<file path="config.mk">
export PLATFORM = sky130hd
export DESIGN_NAME = sdc_cmd_ctrl
export DESIGN_NICKNAME = d
export VERILOG_FILES = /design/src/rtl/sdc_pkg.sv /design/src/rtl/sdc_cmd_decode.sv /design/src/rtl/sdc_rsp_store.sv /design/src/rtl/sdc_status.sv /design/src/rtl/sdc_cmd_ctrl.sv
export SDC_FILE = /design/constraint.sdc
export NUM_CORES = 1
export LEC_CHECK = 0
export ABC_AREA = 1
export CORE_MARGIN = 1
export CORE_UTILIZATION = 56
export CTS_CLUSTER_DIAMETER = 120
export DETAILED_ROUTE_END_ITERATION = 12
export PLACE_DENSITY = 0.95
export SYNTH_ARGS = -nofsm -noshare
export SYNTH_HDL_FRONTEND = slang
export SYNTH_SLANG_ARGS = --single-unit
</file>
<file path="constraint.sdc">
create_clock -name clk -period 5.45 [get_ports clk]
set_input_delay 1.3625 -clock clk [delete_from_list [all_inputs] [get_ports clk]]
set_output_delay 1.3625 -clock clk [all_outputs]
set_load 0.01 [all_outputs]
</file>
<file path="src/rtl/sdc_pkg.sv">
package sdc_pkg;
    // Register map (word addresses on the 4-bit register bus)
    typedef enum logic [3:0] {
        A_CMD    = 4'd0,
        A_ARG    = 4'd1,
        A_RSP0   = 4'd2,
        A_RSP1   = 4'd3,
        A_RSP2   = 4'd4,
        A_RSP3   = 4'd5,
        A_STAT1  = 4'd6,
        A_STAT2  = 4'd7,
        A_MASK1  = 4'd8,
        A_MASK2  = 4'd9,
        A_BLKSZ  = 4'd10,
        A_BLKCNT = 4'd11,
        A_TMO    = 4'd12
    } reg_addr_e;

    // Response type codes carried in command word bits 10:8
    localparam logic [2:0] RSP_NONE = 3'd3;
    localparam logic [2:0] RSP_R2   = 3'd6;

    // Status word 1 bit positions
    localparam int S1_RSP = 0;
    localparam int S1_CMP = 2;
    localparam int S1_REM = 3;
    localparam int S1_INS = 4;
    localparam int S1_CD  = 5;

    // Status word 2 bit positions
    localparam int S2_IDX  = 0;
    localparam int S2_DTO  = 3;
    localparam int S2_ILW  = 4;
    localparam int S2_ILR  = 5;
    localparam int S2_RTO  = 6;
    localparam int S2_DAT0 = 7;
    localparam int S2_RBUF = 8;
    localparam int S2_WBUF = 9;
    localparam int S2_BUSY = 14;
    localparam int S2_ILA  = 15;

    localparam logic [15:0] S1_STICKY = 16'h001D;
    localparam logic [15:0] S2_STICKY = 16'h807F;

    typedef struct packed {
        logic       nostop;
        logic       multi;
        logic       read;
        logic       data;
        logic       app;
        logic [2:0] rsp;
        logic [5:0] index;
    } cmd_t;

    typedef enum logic [1:0] {ST_IDLE, ST_WAIT, ST_DATA} ctl_state_e;
endpackage

</file>
<file path="src/rtl/sdc_cmd_decode.sv">
// Command word decoder.
// Splits a 16-bit command word into its fields and judges whether it may be issued.
// Assumes: only response codes 3..7 are legal; bits 7 and 15 are reserved and must be 0.
module sdc_cmd_decode
    import sdc_pkg::*;
(
    input  logic [15:0] word,
    output cmd_t        cmd,
    output logic        legal,
    output logic        long_rsp,
    output logic        no_rsp
);
    // Field extraction and legality check
    always_comb begin
        cmd.index  = word[5:0];
        cmd.app    = word[6];
        cmd.rsp    = word[10:8];
        cmd.data   = word[11];
        cmd.read   = word[12];
        cmd.multi  = word[13];
        cmd.nostop = word[14];
        legal      = (word[10:8] >= RSP_NONE) && !word[7] && !word[15];
        long_rsp   = (word[10:8] == RSP_R2);
        no_rsp     = (word[10:8] == RSP_NONE);
    end
endmodule

</file>
<file path="src/rtl/sdc_rsp_store.sv">
// Response word storage.
// Holds the response payload in staggered 32-bit words; the last word is zero-extended.
// Assumes: the payload is frame bits 127:8; a short response uses only payload[31:0].
module sdc_rsp_store #(
    parameter int NWORDS = 4,
    parameter int PAY_W  = 120
) (
    input  logic                  clk,
    input  logic                  rst_n,
    input  logic                  capture,
    input  logic                  long_rsp,
    input  logic [PAY_W-1:0]      payload,
    output logic [NWORDS*32-1:0]  words
);
    genvar k;
    generate
        for (k = 0; k < NWORDS; k++) begin : g_word
            localparam int LO = 32 * k;
            localparam int W  = ((PAY_W - LO) < 32) ? (PAY_W - LO) : 32;
            logic [31:0] word_q;
            // Load one word on capture; only word 0 is kept for short responses
            always_ff @(posedge clk) begin
                if (!rst_n)
                    word_q <= '0;
                else if (capture)
                    word_q <= (long_rsp || k == 0) ? 32'(payload[LO +: W]) : 32'd0;
            end
            assign words[LO +: 32] = word_q;
        end
    endgenerate
endmodule

</file>
<file path="src/rtl/sdc_status.sv">
// Status, mask and interrupt logic.
// Keeps the sticky flags of both status words; writes AND the flags (zeros clear),
// a set in the same cycle wins. Live bits are merged into the read view.
// Assumes: set and live inputs are synchronous to clk.
module sdc_status
    import sdc_pkg::*;
(
    input  logic        clk,
    input  logic        rst_n,
    input  logic [15:0] set1,
    input  logic [15:0] set2,
    input  logic [15:0] live1,
    input  logic [15:0] live2,
    input  logic        wr_s1,
    input  logic        wr_s2,
    input  logic        wr_m1,
    input  logic        wr_m2,
    input  logic [15:0] wdata,
    output logic [15:0] stat1,
    output logic [15:0] stat2,
    output logic [15:0] mask1,
    output logic [15:0] mask2,
    output logic        irq1,
    output logic        irq2
);
    logic [15:0] sticky1, sticky2;

    // Sticky flag update: write-AND clear, then OR in new events
    always_ff @(posedge clk) begin
        if (!rst_n) begin
            sticky1 <= '0;
            sticky2 <= '0;
        end else begin
            sticky1 <= ((wr_s1 ? (sticky1 & wdata) : sticky1) | set1) & S1_STICKY;
            sticky2 <= ((wr_s2 ? (sticky2 & wdata) : sticky2) | set2) & S2_STICKY;
        end
    end

    // Mask registers, all sources masked after reset
    always_ff @(posedge clk) begin
        if (!rst_n) begin
            mask1 <= '1;
            mask2 <= '1;
        end else begin
            if (wr_m1) mask1 <= wdata;
            if (wr_m2) mask2 <= wdata;
        end
    end

    // Read view and interrupt lines
    always_comb begin
        stat1 = sticky1 | (live1 & ~S1_STICKY);
        stat2 = sticky2 | (live2 & ~S2_STICKY);
        irq1  = |(sticky1 & ~mask1);
        irq2  = |(sticky2 & ~mask2);
    end


    clear_zero_chk: assert property (@(posedge clk) disable iff (!rst_n)
        (wr_s1 && wdata == 16'h0 && set1 == 16'h0) |=> ((stat1 & S1_STICKY) == 16'h0));
endmodule

</file>
<file path="src/rtl/sdc_cmd_ctrl.sv">
// SD host command and status controller (top).
// Decodes register writes, launches commands to the serial engine, waits for the
// response with a programmable cycle limit, follows the data phase, and feeds the
// status block. Assumes: all inputs are synchronous to clk; card_detect is debounced.
module sdc_cmd_ctrl
    import sdc_pkg::*;
#(
    parameter int TMO_W     = 16,
    parameter int TMO_RESET = 4096,
    parameter int BLK_W     = 12,
    parameter int CNT_W     = 16
) (
    input  logic               clk,
    input  logic               rst_n,
    input  logic               wr_en,
    input  logic [3:0]         wr_addr,
    input  logic [31:0]        wr_data,
    input  logic [3:0]         rd_addr,
    output logic [31:0]        rd_data,
    output logic               cmd_valid,
    output logic [5:0]         cmd_index,
    output logic [31:0]        cmd_arg,
    output logic [2:0]         cmd_rsp_type,
    output logic               cmd_app,
    output logic               cmd_has_data,
    output logic               cmd_read,
    output logic               cmd_multi,
    output logic               cmd_auto_stop,
    output logic [BLK_W-1:0]   blk_size,
    output logic [CNT_W-1:0]   blk_count,
    input  logic               rsp_valid,
    input  logic [2:0]         rsp_err,
    input  logic [119:0]       rsp_payload,
    input  logic               dat_done,
    input  logic               dat_timeout,
    input  logic [1:0]         buf_err,
    input  logic               dat0_level,
    input  logic               rbuf_ready,
    input  logic               wbuf_ready,
    input  logic               card_detect,
    output logic               irq_status1,
    output logic               irq_status2
);
    localparam int NWORDS = 4;
    localparam int PAY_W  = 120;

    ctl_state_e       state;
    cmd_t             dec, cmd_q;
    logic             dec_legal, dec_long, dec_none;
    logic [15:0]      cmd_word_q;
    logic [31:0]      arg_q;
    logic [TMO_W-1:0] tmo_q, cnt;
    logic             cd_q;
    logic             wr_cmd, issue, q_none, tmo_hit, rsp_ok, rsp_bad, waiting;
    logic [15:0]      set1, set2, live1, live2, stat1, stat2, mask1, mask2;
    logic [NWORDS*32-1:0] rsp_words;

    sdc_cmd_decode u_dec (
        .word     (wr_data[15:0]),
        .cmd      (dec),
        .legal    (dec_legal),
        .long_rsp (dec_long),
        .no_rsp   (dec_none)
    );

    // Launch, response and timeout conditions
    always_comb begin
        wr_cmd  = wr_en && (wr_addr == A_CMD);
        issue   = wr_cmd && (state == ST_IDLE) && dec_legal;
        q_none  = (cmd_q.rsp == RSP_NONE);
        waiting = (state == ST_WAIT) && !q_none;
        rsp_ok  = waiting && rsp_valid && (rsp_err == 3'b000);
        rsp_bad = waiting && rsp_valid && (rsp_err != 3'b000);
        tmo_hit = waiting && !rsp_valid && (tmo_q != '0) && (cnt == tmo_q - 1'b1);
    end

    // Command sequencing state machine
    always_ff @(posedge clk) begin
        if (!rst_n) begin
            state      <= ST_IDLE;
            cmd_valid  <= 1'b0;
            cmd_q      <= '0;
            cmd_word_q <= '0;
            cmd_arg    <= '0;
            cnt        <= '0;
        end else begin
            cmd_valid <= 1'b0;
            case (state)
                ST_IDLE: if (issue) begin
                    state      <= ST_WAIT;
                    cmd_valid  <= 1'b1;
                    cmd_q      <= dec;
                    cmd_word_q <= wr_data[15:0];
                    cmd_arg    <= arg_q;
                    cnt        <= '0;
                end
                ST_WAIT: begin
                    if (q_none)
                        state <= cmd_q.data ? ST_DATA : ST_IDLE;
                    else if (rsp_valid)
                        state <= (rsp_ok && cmd_q.data) ? ST_DATA : ST_IDLE;
                    else if (tmo_hit)
                        state <= ST_IDLE;
                    else
                        cnt <= cnt + 1'b1;
                end
                ST_DATA: if (dat_done || dat_timeout) state <= ST_IDLE;
                default: state <= ST_IDLE;
            endcase
        end
    end

    // Plain configuration registers
    always_ff @(posedge clk) begin
        if (!rst_n) begin
            arg_q     <= '0;
            blk_size  <= '0;
            blk_count <= '0;
            tmo_q     <= TMO_W'(TMO_RESET);
            cd_q      <= 1'b0;
        end else begin
            cd_q <= card_detect;
            if (wr_en && wr_addr == A_ARG)    arg_q     <= wr_data;
            if (wr_en && wr_addr == A_BLKSZ)  blk_size  <= wr_data[BLK_W-1:0];
            if (wr_en && wr_addr == A_BLKCNT) blk_count <= wr_data[CNT_W-1:0];
            if (wr_en && wr_addr == A_TMO)    tmo_q     <= wr_data[TMO_W-1:0];
        end
    end

    // Status event and live-bit assembly
    always_comb begin
        set1 = '0;
        set2 = '0;
        set1[S1_RSP] = rsp_ok || ((state == ST_WAIT) && q_none);
        set1[S1_CMP] = (state == ST_DATA) && dat_done;
        set1[S1_REM] = cd_q && !card_detect;
        set1[S1_INS] = card_detect && !cd_q;
        set2[S2_IDX +: 3] = rsp_bad ? rsp_err : 3'b000;
        set2[S2_DTO] = (state == ST_DATA) && dat_timeout && !dat_done;
        set2[S2_ILW] = buf_err[0];
        set2[S2_ILR] = buf_err[1];
        set2[S2_RTO] = tmo_hit;
        set2[S2_ILA] = wr_cmd && ((state != ST_IDLE) || !dec_legal);
        live1 = '0;
        live2 = '0;
        live1[S1_CD]   = card_detect;
        live2[S2_DAT0] = dat0_level;
        live2[S2_RBUF] = rbuf_ready;
        live2[S2_WBUF] = wbuf_ready;
        live2[S2_BUSY] = (state != ST_IDLE);
    end

    sdc_status u_status (
        .clk   (clk),
        .rst_n (rst_n),
        .set1  (set1),
        .set2  (set2),
        .live1 (live1),
        .live2 (live2),
        .wr_s1 (wr_en && wr_addr == A_STAT1),
        .wr_s2 (wr_en && wr_addr == A_STAT2),
        .wr_m1 (wr_en && wr_addr == A_MASK1),
        .wr_m2 (wr_en && wr_addr == A_MASK2),
        .wdata (wr_data[15:0]),
        .stat1 (stat1),
        .stat2 (stat2),
        .mask1 (mask1),
        .mask2 (mask2),
        .irq1  (irq_status1),
        .irq2  (irq_status2)
    );

    sdc_rsp_store #(.NWORDS(NWORDS), .PAY_W(PAY_W)) u_rsp (
        .clk      (clk),
        .rst_n    (rst_n),
        .capture  (rsp_ok),
        .long_rsp (cmd_q.rsp == RSP_R2),
        .payload  (rsp_payload),
        .words    (rsp_words)
    );

    // Card-side field outputs
    always_comb begin
        cmd_index     = cmd_q.index;
        cmd_rsp_type  = cmd_q.rsp;
        cmd_app       = cmd_q.app;
        cmd_has_data  = cmd_q.data;
        cmd_read      = cmd_q.read;
        cmd_multi     = cmd_q.multi;
        cmd_auto_stop = !cmd_q.nostop;
    end

    // Register read multiplexer
    always_comb begin
        rd_data = '0;
        case (rd_addr)
            A_CMD:    rd_data[15:0] = cmd_word_q;
            A_ARG:    rd_data = arg_q;
            A_RSP0:   rd_data = rsp_words[31:0];
            A_RSP1:   rd_data = rsp_words[63:32];
            A_RSP2:   rd_data = rsp_words[95:64];
            A_RSP3:   rd_data = rsp_words[127:96];
            A_STAT1:  rd_data[15:0] = stat1;
            A_STAT2:  rd_data[15:0] = stat2;
            A_MASK1:  rd_data[15:0] = mask1;
            A_MASK2:  rd_data[15:0] = mask2;
            A_BLKSZ:  rd_data[BLK_W-1:0] = blk_size;
            A_BLKCNT: rd_data[CNT_W-1:0] = blk_count;
            A_TMO:    rd_data[TMO_W-1:0] = tmo_q;
            default:  rd_data = '0;
        endcase
    end


    ila_on_busy_chk: assert property (@(posedge clk) disable iff (!rst_n)
        (wr_cmd && stat2[S2_BUSY]) |=> stat2[S2_ILA]);

    cmd_valid_pulse_chk: assert property (@(posedge clk) disable iff (!rst_n)
        cmd_valid |=> !cmd_valid);

    cmd_valid_busy_chk: assert property (@(posedge clk) disable iff (!rst_n)
        cmd_valid |-> stat2[S2_BUSY]);

    busy_end_reason_chk: assert property (@(posedge clk) disable iff (!rst_n)
        $fell(stat2[S2_BUSY]) |-> (stat1[S1_RSP] || stat1[S1_CMP] || (stat2[6:0] != 7'h0)));

    rsp_hold_idle_chk: assert property (@(posedge clk) disable iff (!rst_n)
        !stat2[S2_BUSY] |=> $stable(rsp_words));
endmodule

</file>
## Word-level counts from Yosys, hierarchy flattened

Index checks and enable logic that the tools add are counted.

- Bits in registers: 338
- Input port bits: 175
- Output and inout bits: 109
- Word-level logic and storage cells: 147

- Add/sub/neg operators: 2
- $lt $le $gt $ge: 1
- Equal/unequal tests: 31
- Muxes and demuxes: 23
- Bitwise operators: 10
- Reductions and logical operators: 54

Operators by type and width:

| cell | count |
|---|---|
| 12-bit case mux with 13 select lines | 1 |
| 16-bit two-way mux | 5 |
| 16-bit case mux with 5 select lines | 1 |
| 32-bit two-way mux | 2 |
| 4-bit case mux with 12 select lines | 1 |
| 4-bit equality test (second input constant) | 10 |
| 16-bit bitwise AND | 2 |
| 16-bit inverter | 2 |
| 16-bit case mux with 2 select lines | 1 |
| 16-bit OR reduction | 2 |
| 1-bit logical AND | 28 |
| 4-bit by 3-bit equality test with 1-bit output (second input constant) | 6 |
| 24-bit two-way mux | 1 |
| 16-bit by 1-bit adder with 16-bit output (second input constant) | 1 |
| 5-bit by 16-bit bitwise AND with 16-bit output | 1 |
| 16-bit equality test | 1 |
| 16-bit by 15-bit bitwise OR with 16-bit output | 1 |
| 16-bit bitwise OR | 1 |
| 16-bit nonzero test | 1 |
| 16-bit by 1-bit subtractor with 16-bit output (second input constant) | 1 |
| 2-bit two-way mux | 7 |
| 2-bit inequality test (second input constant) | 5 |
| 1-bit zero test | 9 |
| 4-bit by 1-bit equality test with 1-bit output (second input constant) | 2 |
| 23 further kinds | 29 |

## Longest topological paths before layout

- Word-level depth: 10
- Depth in mapped cells: 16
- Mapped depth without buffers: 16

## Hierarchy

From an unflattened synthesis, not the netlist that was laid out.

- Cells, all modules: 2,052
- Area total of the unflattened synthesis: 14,830.5 um2

By module, submodules not included:

| module | times used | cells each | area each (um2) | sequential area each (um2) |
|---|---|---|---|---|
| sdc_cmd_ctrl | 1 | 1,244 | 8,501.9 | 3,163.0 |
| sdc_rsp_store | 1 | 539 | 4,339.2 | 2,402.3 |
| sdc_status | 1 | 246 | 1,843.0 | 880.8 |
| sdc_cmd_decode | 1 | 23 | 146.4 | 0.0 |

## Least setup slack after synthesis

No wires, ideal clock.

- Path type: input to output
- From: input rd_addr[0]
- To: output rd_data[22]
- Arrival time: 2.539 ns
- Required time: 4.088 ns
- Path slack: 1.549 ns
- Stages: 8
- Buffers on the path: 2
- Path through: inv_1 nor2_1 nand2_1 inv_1 clkbuf_1 clkbuf_1 a221oi_1 nand2_1

- Cells in the longest elaborated chain, start to end: 2
- Elaborated cells between the ends (all ways): 6
- Classes of those cells: 5 x eq/ne; 1 x mux

Ends and longest elaborated chain:

| what | line | RTL |
|---|---|---|
| start: declaration | sdc_cmd_ctrl.sv:18 | `input logic [3:0] rd_addr,` |
| 4-bit by 3-bit equality test with 1-bit output, or another cell as far along | sdc_cmd_ctrl.sv:196 | `case (rd_addr)` |
| 16-bit case mux with 5 select lines * | sdc_cmd_ctrl.sv:196 |  |
| end: declaration | sdc_cmd_ctrl.sv:19 | `output logic [31:0] rd_data,` |

Every way passes the cells marked *; elsewhere a longest branch is shown, timed or not.

## Worst setup path in the final report

- From: input rd_addr[1]
- To: output rd_data[2]

- Cells in the longest elaborated chain, start to end: 2
- Elaborated cells between the ends (all ways): 14
- Classes of those cells: 12 x eq/ne; 1 x mux; 1 x reduce/logical

Ends and longest elaborated chain:

| what | line |
|---|---|
| 4-bit equality test, or another cell as far along | sdc_cmd_ctrl.sv:196 |
| 12-bit case mux with 13 select lines * | sdc_cmd_ctrl.sv:196 |

Marks and branches as above.

==> results.toml <==
[layout]
drive_gt1_share_pct = 6.55
final_nets = 2292
postLayoutCellArea_mm2 = 0.0179
diodes = 0
area.growth.synth_to_final_pct = 29.8

[grt]
grt_max_degree = 86
grt_pass1_vias = 14000
antenna_found_initial = 0
grt.overflow.total = 0
grt_pass1_wl_um = 79300
grtUsageTotal_pct = 40.2

[setup_path]
cp_cell_sequence = "clkdlybuf4s50_1 -> nor2_1 -> nand2_1 -> clkinv_1 -> buf_4 -> a211oi_1 -> o2111ai_1 -> clkdlybuf4s50_1"
end_kind = "output port"
worst_path_max_delay_cell = "clkdlybuf4s50_1"
required_ns = 4.09
crit_family = "buffers and inverters"
path_buf_inv = 4
cpMostUsedCell = "clkdlybuf4s50_1"
cp_max_fo = 10
critPathKind = "input pin to output port"
slowest_delay_ns = 0.55
cp.arrival_ns = 3.92
crit_path_start_kind = "input pin"

[logic_synthesis]
synth_area_per_cell_um2 = 7.22
ys_ff_latch = 308
synth.most_common_cell = "nand2_1"
synth_cell_types = 44
synth_commonest_cells = "nand2_1 (338), nor2_1 (329), dfxtp_1 (308)"
synth_edf_count = 0
synth_top_area_share_pct = 44.8
ys_seq_area_share_pct = 44.8
async_reset_ff_share_pct = 0
yosys.area.top_type = "dfxtp_1"
synthTopCellsByArea = "dfxtp_1 (45%), nand2_1 (9.2%), nor2_1 (9.0%)"
synthCells = 1907
synth_warnings = 0
synth_nets = 2085
syn-cell-area_mm2 = 0.0138
yosys_most_used_dff = "dfxtp_1"

[sta]
hold_violations = 0
fin_crit_sh_pct = 97.0
fin_crit_ns = 5.29
worstMarginPinSlew_ns = 1.14
fmax_mhz = 189
rsz0062_at_grt = "no"
fin_tns_setup_ns = 0
fin_skew_ns = 0.00826
setup_viol = 0
max_slew_margin_pct = 24.2
slew_violations = 0

[clock_network]
clock_path_buffers = 3
htree_levels = 1
numCtsBuffers = 31
cts_post_setup_buffers_inserted = 0
root_buffer = "clkbuf_16"
clk_latency_ns = 0.57
clk_pin_slew_worst_paths_ns = 0.06
cts_resized = 0
hold_buffers = 0
cts_tree = "built"
clock_sinks = 308

[route]
drt_iter0_markers = 1816
viasPerCell = 6.08
num_vias = 15000
drc = 0
ant_nets = 0
firstDrtPassIters = 6
avgRoutedWirePerCell_um = 21.3
wirelength_um = 52500

[floorplanning]
coreArea_mm2 = 0.0242
start_util_pct = 56.8
fp-row-count = 57
die_h_um = 159
die_area_mm2 = 0.0252
die_w_um = 159
ios = 284

[place]
hpwl_um = 37700
postPlaceCellArea_mm2 = 0.0167
portBuffers = 283
gp_congestion = 1.01

[run]
drv_cap = 0

[outcome]
outcome = "finished, final reports clean"

[power]
peakVddDrop_mv = 0.278
power_density_mw_per_mm2 = 289
cellLeakagePower_nw = 6.93

[hold_path]
min_path_type = "flop to flop"
## area by class of cell
cell class                      count  area [um^2]
Tap cell                          324          405
Timing Repair Buffer              315         3100
Fill cell                        1929         6370
Clock inverter                     18          329
Clock buffer                       38          872
Inverter                          108          412
Multi-Input combinational cell   1350         6590
Sequential cell                   308         6170
## layout by cell type (no fill, tap or decap), drive strengths merged, types with 6 or more instances in the layout
| master | synthesis | final |
|---|---|---|
| a22o | 10 | 10 |
| o22ai | 11 | 11 |
| nor3 | 11 | 11 |
| clkbuf | 103 | 38 |
| nand2 | 351 | 351 |
| buf | 38 | 33 |
| nor2 | 344 | 344 |
| nand4 | 34 | 34 |
| a21oi | 153 | 153 |
| xor2 | 15 | 15 |
| clkdlybuf4s50 | 0 | 282 |
| a32o | 8 | 8 |
| a211oi | 8 | 8 |
| xnor2 | 6 | 6 |
| inv | 106 | 107 |
| clkinv | 2 | 9 |
| bufinv | 0 | 9 |
| nand3 | 137 | 137 |
| o21ai | 180 | 180 |
| o211ai | 15 | 15 |
| a221oi | 51 | 51 |
| dfxtp | 308 | 308 |
## path summary, 6_finish.rpt
path / cells past startpoint / slack (ns) / to / startpoint
worst min-delay path: 1 / 0.45 / u_status.sticky1[4] / cd_q
worst max-delay path: 8 / 0.16 / rd_data[2] / rd_addr[1]
worst max register to register: 10 / 2.22 / u_rsp.g_word[2].word_q[30] / state[1]
worst min register to register: 1 / 0.45 / u_status.sticky1[4] / cd_q
## routing by layer
metal  routed length (um)  track usage (%)  part of all wire (%)  vias to the layer above
li1                     -                -                     -                     6804
met1                18500             46.9                    35                     6917
met2                23900             65.1                    46                     1021
met3                 5800             9.25                    11                      221
met4                 4260             28.3                   8.1                        0
met5                    0                0                     0                        -
## stage by stage
stage	total power [W]	std cells	setup slack [ns]	hold slack, ns	utilization [%]
final	0.00517	2461	0.163	0.450	73.7
after CTS	0.00516	2461	0.214	0.454	73.7
after floorplan	0.00249	1907	1.55	0.425	-
after global placement	0.00272	2405	0.304	0.438	68.8
after global routing	0.00527	2461	0.0859	0.468	73.7
after detailed placement	0.00273	2405	0.259	0.443	68.8
## report_power, final
group | internal (W) | switching, W
sequential | 0.00227 | 0.0000243
clock | 0.00156 | 0.000929
combinational | 0.000185 | 0.000204
total | 0.00402 | 0.00116
## worst reg2reg max path, stage by stage (launching register included)
cell and delay [ns]:
dfxtp_1 0.53, nor2_4 0.09, inv_2 0.22, nor2_1 0.09, inv_2 0.27, nor2_2 0.12
nand2_4 0.39, clkinv_2 0.62, buf_4 0.49, nand3_1 0.15, a21oi_1 0.09
## state kept, by name, indices dropped and copies added (netlist names)
signal and flops:
u_status.mask2 16, u_status.mask1 16, tmo_q 16, u_status.sticky1 4, blk_size 12, cmd_arg 32, cnt 16, cmd_rsp_type 2
cmd_valid 1, state 2, u_rsp.g_word.word_q 120, blk_count 16, cmd_index 5, cmd_word_q 9, arg_q 32, u_status.sticky2 8
cd_q 1
## kinds of logic (layout without fill, tap and decap cells)
family | count (synthesis) | after routing | synth area share [%]
simple gates | 883 | 883 | 27.1
compound gates | 443 | 443 | 19.1
flops | 308 | 308 | 44.8
buf+inv | 249 | 479 | 7.49
xor+xnor | 21 | 21 | 1.34
fa+ha+maj | 3 | 3 | 0.273
(Power assumes the default switching activity.)
